## src/rtl/grp_issue_gate.sv

```systemverilog
module grp_issue_gate #(
  parameter int LANES = 4,
  parameter int REG_W = 5,
  localparam int PTR_W = (LANES > 1) ? $clog2(LANES) : 1,
  localparam int CNT_W = $clog2(LANES + 1)
) (
  input  logic                   clk,
  input  logic                   rst_n,
  input  logic                   grp_valid,
  output logic                   grp_ready,
  input  logic [PTR_W-1:0]       grp_entry,
  input  logic [LANES-1:0]       grp_slot_vld,
  input  logic [LANES*REG_W-1:0] grp_dst,
  input  logic [LANES-1:0]       grp_dst_use,
  input  logic [LANES*REG_W-1:0] grp_srca,
  input  logic [LANES-1:0]       grp_srca_use,
  input  logic [LANES*REG_W-1:0] grp_srcb,
  input  logic [LANES-1:0]       grp_srcb_use,
  input  logic                   busy,
  input  logic                   flush,
  output logic [LANES-1:0]       issue_mask,
  output logic [CNT_W-1:0]       issue_cnt
);

  logic [LANES-1:0] pend;
  logic [LANES-1:0] dst_u, sa_u, sb_u;
  logic [REG_W-1:0] dst_q [LANES];
  logic [REG_W-1:0] sa_q  [LANES];
  logic [REG_W-1:0] sb_q  [LANES];

  logic [LANES-1:0] wr, rda, rdb, hz, stop;
  logic take;

  assign grp_ready = ~|pend;
  assign take      = grp_valid & grp_ready & ~flush;

  always_comb begin
    for (int i = 0; i < LANES; i++) begin
      wr[i]  = dst_u[i] & (|dst_q[i]);
      rda[i] = sa_u[i]  & (|sa_q[i]);
      rdb[i] = sb_u[i]  & (|sb_q[i]);
    end
  end

  always_comb begin
    for (int k = 0; k < LANES; k++) begin
      hz[k] = 1'b0;
      for (int j = 0; j < k; j++) begin
        hz[k] = hz[k] | (pend[j] & (
                  (wr[j] & rda[k] & (sa_q[k] == dst_q[j])) |
                  (wr[j] & rdb[k] & (sb_q[k] == dst_q[j])) |
                  (wr[j] & wr[k]  & (dst_q[k] == dst_q[j])) |
                  (wr[k] & rda[j] & (sa_q[j] == dst_q[k])) |
                  (wr[k] & rdb[j] & (sb_q[j] == dst_q[k]))));
      end
    end
  end

  always_comb begin
    for (int k = 0; k < LANES; k++) begin
      if (k == 0) stop[k] = pend[k] & (busy | flush | hz[k]);
      else        stop[k] = stop[k-1] | (pend[k] & (busy | flush | hz[k]));
    end
  end

  assign issue_mask = pend & ~stop;

  always_comb begin
    issue_cnt = '0;
    for (int i = 0; i < LANES; i++) issue_cnt = issue_cnt + CNT_W'(issue_mask[i]);
  end

  always_ff @(posedge clk) begin
    if (!rst_n || flush) begin
      pend <= '0;
    end else if (take) begin
      for (int i = 0; i < LANES; i++)
        pend[i] <= grp_slot_vld[i] & (PTR_W'(i) >= grp_entry);
    end else begin
      pend <= pend & ~issue_mask;
    end
  end

  always_ff @(posedge clk) begin
    if (take) begin
      dst_u <= grp_dst_use;
      sa_u  <= grp_srca_use;
      sb_u  <= grp_srcb_use;
      for (int i = 0; i < LANES; i++) begin
        dst_q[i] <= grp_dst[i*REG_W +: REG_W];
        sa_q[i]  <= grp_srca[i*REG_W +: REG_W];
        sb_q[i]  <= grp_srcb[i*REG_W +: REG_W];
      end
    end
  end

endmodule

```

## config.mk

```make
export PLATFORM = sky130hd
export DESIGN_NAME = grp_issue_gate
export DESIGN_NICKNAME = d
export VERILOG_FILES = /design/src/rtl/grp_issue_gate.sv
export SDC_FILE = /design/constraint.sdc
export NUM_CORES = 1
export LEC_CHECK = 0
export CELL_PAD_IN_SITES_DETAIL_PLACEMENT = 0
export CELL_PAD_IN_SITES_GLOBAL_PLACEMENT = 1
export CORE_ASPECT_RATIO = 0.7
export CORE_MARGIN = 2
export CORE_UTILIZATION = 51
export DETAILED_ROUTE_END_ITERATION = 7
export DONT_BUFFER_PORTS = 1
export GPL_TIMING_DRIVEN = 1
export HOLD_SLACK_MARGIN = 0.1
export PLACE_DENSITY = 0.81
export SLEW_MARGIN = 0
export SYNTH_ARGS = -nofsm -noshare
export SYNTH_HDL_FRONTEND = slang
export SYNTH_SLANG_ARGS = --single-unit
```

## constraint.sdc

```tcl
create_clock -name clk -period 6 [get_ports clk]
set_input_delay 1.5 -clock clk [delete_from_list [all_inputs] [get_ports clk]]
set_output_delay 1.5 -clock clk [all_outputs]
set_load 0.02 [all_outputs]
```

==> impl_metrics.csv, run 1 <==
group,metric,value,unit
cells_and_area,insertedDiodeCount,0,
clock_network,cts_resized,0,
critical_path,cp_slowest_cell,"or4_1",
sta,fin_tns_setup,0,ns
logic_synthesis,yosysWarningCount,0,
cells_and_area,layout_commonest_cell,"xnor2_1",
logic_synthesis,async_reset_ff_share,0,%
route,drtPass1Iterations,5,
power_and_ir_drop,leakagePower,1.617,nW
route,route.met3.wl,1024,um
outcome,status,"complete, no violations",
global_route,grtUsageTotal,23.95,%
critical_path,cp_cell_sequence,"or4_1 -> o21ai_1 -> nor4_1 -> o311a_1 -> nor4_2 -> nor2_1 -> nor4_2 -> and2_1 -> fa_1 -> ha_1 -> ha_1",
floorplanning,die-height,83.19,um
hold_path,worstHoldPathType,"register to register",
sta,setup_viol_count_final,0,
clock_network,clkSinkCount,76,
critical_path,setup.worst_path.class,"register to output port",
cells_and_area,multi_input_area,2205,um^2
hold_path,whs_endpoint,"pend[3]",
floorplanning,row_count,28,
route,detail-route-antenna-nets,0,
critical_path,crit_required,4.50,ns
critical_path,critPathMaxStageDelay,0.55,ns
critical_path,critPathCaptureType,"output port",
critical_path,critPathBufInv,0,
route,drtIter0Drc,215,
critical_path,crit_family,"simple AND/OR/NAND/NOR gates",
floorplanning,start_util,53.22,%
sta,fin_skew,0.007018,ns
logic_synthesis,netlist_instances,389,
sta,rsz0062_at_grt,"no",
global_route,grt_pass1_vias,3183,
clock_network,clk_pin_slew,0.06,ns
clock_network,cts_made_buffers,9,
clock_network,cts_root_buf,"clkbuf_16",
logic_synthesis,synth-seq-cells,76,
critical_path,critPathMaxFanout,4,
route,wire_per_inst,21.27,um
critical_path,rr_worst_depth,3,
cells_and_area,regArea,2242,um^2
global_route,antenna_found_initial,0,
critical_path,r2r_start,"pend[0]",
sta,finalHoldViolations,0,
route,m1WireLength,5052,um
clock_network,insertion_delay,0.34,ns
global_route,grt-ovfl-total,0,
power_and_ir_drop,ir_worst_vdd,207.9,uV
flow_run,maxCapViolCount,0,
logic_synthesis,synth_edf_count,72,
hold_path,hold_start,"pend[3]",
critical_path,reg2reg_to,"sb_q[1][2]",
placement,port_buffers,0,
logic_synthesis,syn_area,4568,um^2
cells_and_area,mostFrequentLayoutCells,"xnor2_1 (78), xor2_1 (72), edfxtp_1 (72)",
global_route,grt_start_max_net_pins,43,
logic_synthesis,yosysSeqAreaShare,49.08,%
clock_network,cts_tree,"built",
power_and_ir_drop,power.density,255.2,nW/um^2
cells_and_area,nFillCells,715,
route,vias_per_cell,5.940,
clock_network,cts-hold-fix-buffers,0,
power_and_ir_drop,p_total,1.279,mW
route,drc,0,
logic_synthesis,syn_nets,475,
sta,hold_ws,0.4909,ns
route,route.vias.total,3089,
floorplanning,design.core.area,8583,um^2
critical_path,critPathLaunchType,"register",
cells_and_area,final_nets,481,
hold_path,worst_hold_path.num_cells,2,
critical_path,reg2reg_slack,2.83,ns
clock_network,cts_max_path_buffers,2,
sta,fin_crit_sh,95.73,%
sta,slew_viol_final,0,
sta,slew_headroom,30.44,%
logic_synthesis,syn_area_per_cell,11.74,um^2
route,dr_wl_met2,4769,um
floorplanning,fp.dieW,117.1,um
sta,fmax,174.1,MHz
route,totalWireLength,11060,um
clock_network,h-tree-depth,3,
cells_and_area,drive_above_1_share,9.750,%
critical_path,cp.arrival,4.24,ns
placement,hpwlAfterDp,7865,um
sta,worst_pin_slew,1.034,ns
floorplanning,die_area,9743,um^2
logic_synthesis,synthFlopType,"edfxtp_1",
floorplanning,io_pins,91,
route,routed.top_layer,"met4",
cells_and_area,syn2layout_area_growth,9.696,%
clock_network,post-cts-setup-buffers,0,
global_route,grt_pass1_wl,17240,um
sta,layout_min_cycle_time,5.744,ns
placement,place_congestion,0.8733,
logic_synthesis,synth_cell_type_count,43,
-- where the power goes --
group          leakage, nW  switching (mW)  internal (mW)  total (mW)
combinational        0.776          0.0688         0.0590       0.128
sequential           0.706          0.0344          0.611       0.645
clock                0.135           0.220          0.286       0.506
total                 1.62           0.323          0.956        1.28
-- synth_stat cells (all sizes together) (2+ instances only) --
cell    instances  area [um^2]
xnor2          78        683.2
edfxtp         72         2162
xor2           72        630.6
nor4           21        143.9
nand3          18        90.09
buf            17        96.34
nand4          17        106.4
nor3           13        65.06
or4            12        97.59
nor2           11        41.29
o21ai           8        55.05
nand2           6        22.52
a21oi           5        25.02
clkbuf          4        15.01
dfxtp           4        80.08
o21a            4        30.03
inv             3        11.26
o311ai          3        26.28
ha              2        25.02
nor2b           2        12.51
o311a           2        20.02
-- per-layer routing --
layer / GRT usage, % / vias up
met3: 7.737 / 23
li1: - / 1426
met4: 8.556 / 0
met1: 33.62 / 1488
met5: 0 / -
met2: 34.73 / 152
-- sequential cells by signal (all words and copies together), names as in the netlist --
name   flops
sb_q      20
sa_u       4
sb_u       4
dst_u      4
sa_q      20
dst_q     20
pend       4
-- metrics by stage --
step	area, um^2	instances	utilization (%)	setup WS (ns)
2_1_floorplan	4568	389	-	0.8533
3_3_place_gp	4728	504	55.09	0.6872
5_1_grt	5011	520	58.38	0.03848
3_5_place_dp	4728	504	55.09	0.6299
6_report	5011	520	58.38	0.2560
4_1_cts	5011	520	58.38	0.2539
-- how the worst max path moves through the flow --
stage / from / end / slack [ns] / depth (start not counted)
2_1_floorplan: flush / issue_cnt[1] / 0.85 / 7
3_3_place_gp: flush / issue_cnt[1] / 0.69 / 7
3_5_place_dp: sa_q[1][4] / issue_cnt[1] / 0.63 / 11
4_1_cts: sa_q[0][1] / issue_cnt[1] / 0.25 / 11
5_1_grt: sa_q[0][1] / issue_cnt[1] / 0.04 / 11
6_report: sa_q[1][4] / issue_cnt[1] / 0.26 / 11
-- final cells by class --
class	instances	area share, %
multi-input cells	289	43.99
clock buffers	9	4.494
well taps	120	2.996
repair buffers	16	2.397
flip-flops and latches	76	44.74
clock inverters	7	1.149
inverters	3	0.2247
-- worst min-delay path, stage by stage, from the launching register on --
cell,delay (ns)
dfxtp_1,0.32
nand2_1,0.05
o21ai_0,0.07
-- logic make-up (layout without fill, tap and decap cells) --
logic type      Yosys count  in the layout  share of synthesized area (%)
flops                    76             76                          49.08
buf+inv                  24             35                          2.684
simple gates            106            106                          13.67
fa+ha+maj                 3              3                         0.9860
xor+xnor                150            150                          28.76
compound gates           30             30                          4.821
(Power assumes the default switching activity.)
==> inputs of run 2 (changes only) <==
--- a/config.mk
+++ b/config.mk
@@ -12,9 +12,11 @@
 export CORE_UTILIZATION = 51
 export DETAILED_ROUTE_END_ITERATION = 7
 export DONT_BUFFER_PORTS = 1
+export GPL_ROUTABILITY_DRIVEN = 0
 export GPL_TIMING_DRIVEN = 1
 export HOLD_SLACK_MARGIN = 0.1
 export PLACE_DENSITY = 0.81
+export SETUP_SLACK_MARGIN = 0.15
 export SLEW_MARGIN = 0
 export SYNTH_ARGS = -nofsm -noshare
 export SYNTH_HDL_FRONTEND = slang
==> impl_metrics.csv, run 2 (synthesis results as in run 1) <==
group,metric,value,unit
critical_path,cp_cell_sequence,"or4_1 -> o21ai_1 -> nor4_1 -> o311a_1 -> nor4_2 -> nor2_1 -> nor4_2 -> and2_2 -> fa_1 -> ha_1 -> ha_1",
sta,worst_pin_slew,1.029,ns
floorplanning,die-height,83.19,um
critical_path,setup.worst_path.class,"register to output port",
critical_path,critPathBufInv,0,
sta,fin_tns_setup,0,ns
cells_and_area,top_regs,"dst_q (20), sa_q (20), sb_q (20)",
outcome,status,"complete, no violations",
clock_network,cts_root_buf,"clkbuf_16",
route,drtIter0Drc,242,
cells_and_area,drive_above_1_share,9.774,%
floorplanning,fp.dieW,117.1,um
sta,fin_crit_sh,92.68,%
critical_path,crit_required,4.50,ns
sta,slew_headroom,30.75,%
power_and_ir_drop,power.density,265.4,nW/um^2
route,wire_per_inst,21.30,um
sta,layout_min_cycle_time,5.561,ns
sta,fmax,179.8,MHz
clock_network,cts_tree,"built",
sta,setup_viol_count_final,0,
route,drc,0,
critical_path,r2r_start,"pend[1]",
cells_and_area,nFillCells,725,
global_route,grt-ovfl-total,0,
critical_path,critPathCaptureType,"output port",
power_and_ir_drop,ir_worst_vdd,252.4,uV
clock_network,clkSinkCount,76,
cells_and_area,insertedDiodeCount,0,
cells_and_area,layout_commonest_cell,"xnor2_1",
global_route,grtUsageTotal,23.71,%
floorplanning,design.core.area,8583,um^2
power_and_ir_drop,leakagePower,1.633,nW
sta,slew_viol_final,0,
route,route.vias.total,3115,
power_and_ir_drop,power_frac_seq,48.4,%
power_and_ir_drop,clkPwrFrac,42.2,%
clock_network,clk_pin_slew,0.06,ns
cells_and_area,final_nets,480,
global_route,antenna_found_initial,0,
global_route,grt_start_max_net_pins,43,
cells_and_area,syn2layout_area_growth,10.22,%
hold_path,hold_start,"pend[3]",
critical_path,critPathLaunch,"sa_q[1][4]",
critical_path,critPathMaxStageDelay,0.54,ns
critical_path,crit_family,"simple AND/OR/NAND/NOR gates",
clock_network,cts_made_buffers,9,
power_and_ir_drop,p_sw,0.3342,mW
critical_path,cp.arrival,4.06,ns
critical_path,critPathMaxFanout,4,
floorplanning,io_pins,91,
route,vias_per_cell,6.002,
placement,port_buffers,0,
global_route,grt_pass1_wl,16970,um
floorplanning,row_count,28,
clock_network,cts_max_path_buffers,2,
placement,hpwlAfterDp,7835,um
route,totalWireLength,11050,um
sta,fin_skew,0.007598,ns
clock_network,insertion_delay,0.35,ns
power_and_ir_drop,p_comb_share,9.4,%
hold_path,worstHoldPathType,"register to register",
clock_network,h-tree-depth,3,
floorplanning,die_area,9743,um^2
clock_network,post-cts-setup-buffers,0,
route,detail-route-antenna-nets,0,
sta,hold_ws,0.5003,ns
global_route,grt_pass1_vias,3172,
power_and_ir_drop,intPower,1.002,mW
cells_and_area,mostFrequentLayoutCells,"xnor2_1 (78), xor2_1 (72), edfxtp_1 (72)",
critical_path,critPathLaunchType,"register",
sta,rsz0062_at_grt,"no",
sta,finalHoldViolations,0,
floorplanning,start_util,53.22,%
flow_run,maxCapViolCount,0,
route,drtPass1Iterations,4,
critical_path,cp_slowest_cell,"or4_1",
power_and_ir_drop,switching_share,25.01,%
## run 2: cell types whose count changed in the layout (fill, tap and decap cells not counted)
cell / before / now
clkinv_4: 0 / 1
and2_1: 1 / 0
inv_8: 1 / 2
o21ai_0: 5 / 4
o21ai_1: 1 / 2
buf_4: 16 / 15
clkinv_2: 1 / 0
and2_2: 0 / 1
clkinvlp_4: 2 / 0
bufinv_16: 0 / 1
## run 2: worst paths after layout
path | cells past startpoint | to | slack (ns)
min | 2 | pend[3] | 0.50
min reg2reg | 2 | pend[3] | 0.50
max | 11 | issue_cnt[1] | 0.44
max reg2reg | 3 | dst_q[0][0] | 2.84
## run 2: timing repair
action / CTS / global route
setup endpoints to repair: 0 / 1
hold buffers: 0 / 0
resized for setup: 0 / 2
## run 2: area by class of cell
cell class	instances	area, um^2	share of cell area, %
timing repair buffer	15	112.6	2.237
sequential	76	2242	44.53
clock buffer	9	225.2	4.473
clock inverter	7	87.58	1.740
tap	120	150.1	2.982
multi-input combinational	289	2206	43.81
inverter	3	11.26	0.2237
## run 2: worst min-delay path, delay by kind of cell (launching register included)
family | cells | cell delay [ns]
simple gates | 1 | 0.05
flops | 1 | 0.32
compound gates | 1 | 0.07
## run 2: per-stage QoR
stage                     total power [mW]  area (um^2)  utilization (%)  setup WS [ns]  std cells
after floorplan                     0.7495         4568                -         0.8533        389
after global placement              0.7773         4721            55.00         0.7003        503
after detailed placement            0.7820         4721            55.00         0.6436        503
after CTS                            1.346         5034            58.64         0.2938        519
after global routing                 1.382         5035            58.66         0.1769        519
final                                1.336         5035            58.66         0.4390        519
## run 2: routing by layer
metal / global-route usage (%) / part of all wire, % / up-vias / wire length [um]
li1: - / - / 1427 / -
met1: 33.11 / 47 / 1506 / 5174
met3: 8.248 / 8.8 / 21 / 978
met2: 34.16 / 43 / 161 / 4720
met4: 8.449 / 1.6 / 0 / 180
met5: 0 / 0 / - / 0
## run 2: power groups by stage
stage / Sequential, mW / Clock (mW) / Combinational [mW]
detailed placement: 0.657 / 0 / 0.125
global placement: 0.657 / 0 / 0.121
global route: 0.650 / 0.594 / 0.138
finish: 0.646 / 0.564 / 0.126
CTS: 0.646 / 0.574 / 0.126
floorplan: 0.639 / 0 / 0.110
==> inputs of run 3 (changes only) <==
--- a/config.mk
+++ b/config.mk
@@ -9,13 +9,14 @@
 export CELL_PAD_IN_SITES_GLOBAL_PLACEMENT = 1
 export CORE_ASPECT_RATIO = 0.7
 export CORE_MARGIN = 2
-export CORE_UTILIZATION = 51
+export CORE_UTILIZATION = 52
+export CTS_BUF_LIST = sky130_fd_sc_hd__clkbuf_8
 export DETAILED_ROUTE_END_ITERATION = 7
 export DONT_BUFFER_PORTS = 1
 export GPL_ROUTABILITY_DRIVEN = 0
 export GPL_TIMING_DRIVEN = 1
 export HOLD_SLACK_MARGIN = 0.1
-export PLACE_DENSITY = 0.81
+export PLACE_DENSITY = 0.83
 export SETUP_SLACK_MARGIN = 0.15
 export SLEW_MARGIN = 0
 export SYNTH_ARGS = -nofsm -noshare
==> impl_metrics.csv, run 3 (synthesis results as in run 1) <==
group,metric,value,unit
power_and_ir_drop,p_total,1.189,mW
critical_path,critPathLaunchType,"register",
cells_and_area,insertedDiodeCount,0,
global_route,grt_pass1_vias,3057,
placement,port_buffers,0,
critical_path,setup.worst_path.class,"register to output port",
hold_path,hold_start,"pend[3]",
power_and_ir_drop,power.density,240.7,nW/um^2
critical_path,critPathCaptureType,"output port",
cells_and_area,regArea,2242,um^2
route,drtIter0Drc,272,
global_route,antenna_found_initial,0,
sta,layout_min_cycle_time,5.603,ns
critical_path,critPathCapture,"issue_cnt[1]",
sta,fmax,178.5,MHz
floorplanning,start_util,53.88,%
global_route,grt_start_max_net_pins,43,
floorplanning,row_count,28,
route,vias_per_cell,6.052,
sta,finalHoldViolations,0,
clock_network,cts_tree,"built",
route,drc,0,
route,wire_per_inst,21.16,um
clock_network,clkSinkCount,76,
sta,setup_viol_count_final,0,
cells_and_area,layout_commonest_cell,"xnor2_1",
critical_path,cp.arrival,4.10,ns
global_route,grt_pass1_wl,16480,um
route,totalWireLength,10980,um
critical_path,reg2reg_to,"pend[0]",
clock_network,cts_max_path_buffers,2,
clock_network,h-tree-depth,3,
sta,worst_pin_slew,0.9844,ns
floorplanning,io_pins,91,
hold_path,worstHoldPathType,"register to register",
floorplanning,die-height,82.42,um
floorplanning,fp.dieW,116.0,um
floorplanning,die_area,9563,um^2
critical_path,critPathLaunch,"sa_q[0][1]",
sta,fin_crit_sh,93.39,%
cells_and_area,nFillCells,745,
clock_network,insertion_delay,0.37,ns
clock_network,cts_root_buf,"clkbuf_8",
sta,rsz0062_at_grt,"no",
critical_path,rr_worst_depth,6,
global_route,grtUsageTotal,24.01,%
critical_path,critPathMaxFanout,4,
power_and_ir_drop,leakagePower,1.588,nW
route,detail-route-antenna-nets,0,
sta,fin_tns_setup,0,ns
clock_network,cts-hold-fix-buffers,0,
sta,fin_skew,0.006027,ns
floorplanning,design.core.area,8478,um^2
cells_and_area,top_regs,"dst_q (20), sa_q (20), sb_q (20)",
outcome,status,"complete, no violations",
power_and_ir_drop,ir_worst_vdd,169.5,uV
sta,hold_ws,0.5032,ns
cells_and_area,multi_input_area,2210,um^2
sta,slew_viol_final,0,
critical_path,r2r_start,"pend[1]",
flow_run,maxCapViolCount,0,
clock_network,cts_made_buffers,9,
clock_network,clk_pin_slew,0.09,ns
sta,slew_headroom,33.77,%
cells_and_area,mostFrequentLayoutCells,"xnor2_1 (78), xor2_1 (72), edfxtp_1 (72)",
cells_and_area,drive_above_1_share,10.03,%
critical_path,crit_required,4.50,ns
cells_and_area,final_nets,480,
critical_path,reg2reg_slack,2.67,ns
route,drtPass1Iterations,5,
global_route,grt-ovfl-total,0,
cells_and_area,syn2layout_area_growth,8.080,%
route,route.vias.total,3141,
placement,hpwlAfterDp,7695,um
==> run 3: changes by cell type in the layout (fill, tap and decap cells not counted) <==
cell | previous run | this run
o21ai_0 | 4 | 5
clkbuf_8 | 0 | 9
inv_6 | 3 | 4
clkbuf_16 | 9 | 0
o21ai_2 | 1 | 2
o21ai_1 | 2 | 0
clkinv_4 | 1 | 0
==> run 3: timing repair <==
action	CTS	global route
resized for setup	0	2
buffers inserted	0	0
setup endpoints to repair	0	2
==> run 3: how the worst min path moves through the flow <==
stage                          to  slack (ns)  cells after the start
after floorplan           pend[3]        0.44                      2
after CTS                 pend[3]        0.49                      2
after detailed placement  pend[3]        0.48                      2
after global routing      pend[3]        0.55                      2
after global placement    pend[3]        0.47                      2
final                     pend[3]        0.50                      2
==> run 3: power breakdown <==
group | switching, mW | internal [mW] | total [mW]
Combinational | 0.0671 | 0.0586 | 0.126
Clock | 0.213 | 0.203 | 0.417
Sequential | 0.0362 | 0.610 | 0.646
Total | 0.317 | 0.872 | 1.19
==> run 3: through the flow <==
| step | util [%] | worst slack [ns] | cell area [um^2] | std cells |
|---|---|---|---|---|
| 4_1_cts | 58.18 | 0.2713 | 4932 | 519 |
| 3_5_place_dp | 55.68 | 0.6697 | 4721 | 503 |
| 3_3_place_gp | 55.68 | 0.6899 | 4721 | 503 |
| 5_1_grt | 58.23 | 0.1567 | 4937 | 519 |
| 2_1_floorplan | - | 0.8533 | 4568 | 389 |
| 6_report | 58.23 | 0.3968 | 4937 | 519 |
==> run 3: routing by layer <==
metal	vias up	GRT usage [%]	wire (um)
met5	-	0	0
met4	0	6.786	143
met3	14	7.007	1004
met2	178	36.96	4888
met1	1530	33.35	4948
li1	1419	-	-
==> run 3: worst max-delay path: stages (launching register included) <==
cell and delay, ns:
edfxtp_1 0.47, or4_1 0.54, o21ai_0 0.28, nor4_1 0.11
o311a_1 0.34, nor4_2 0.31, nor2_1 0.09, nor4_2 0.31
and2_2 0.27, fa_1 0.43, ha_1 0.19, ha_1 0.38
==> run 3: final cells by class <==
class / instances / share of cell area [%]
clock buffers: 9 / 2.509
clock inverters: 7 / 1.774
inverters: 3 / 0.2281
multi-input cells: 289 / 44.75
flip-flops and latches: 76 / 45.41
well taps: 120 / 3.041
repair buffers: 15 / 2.281
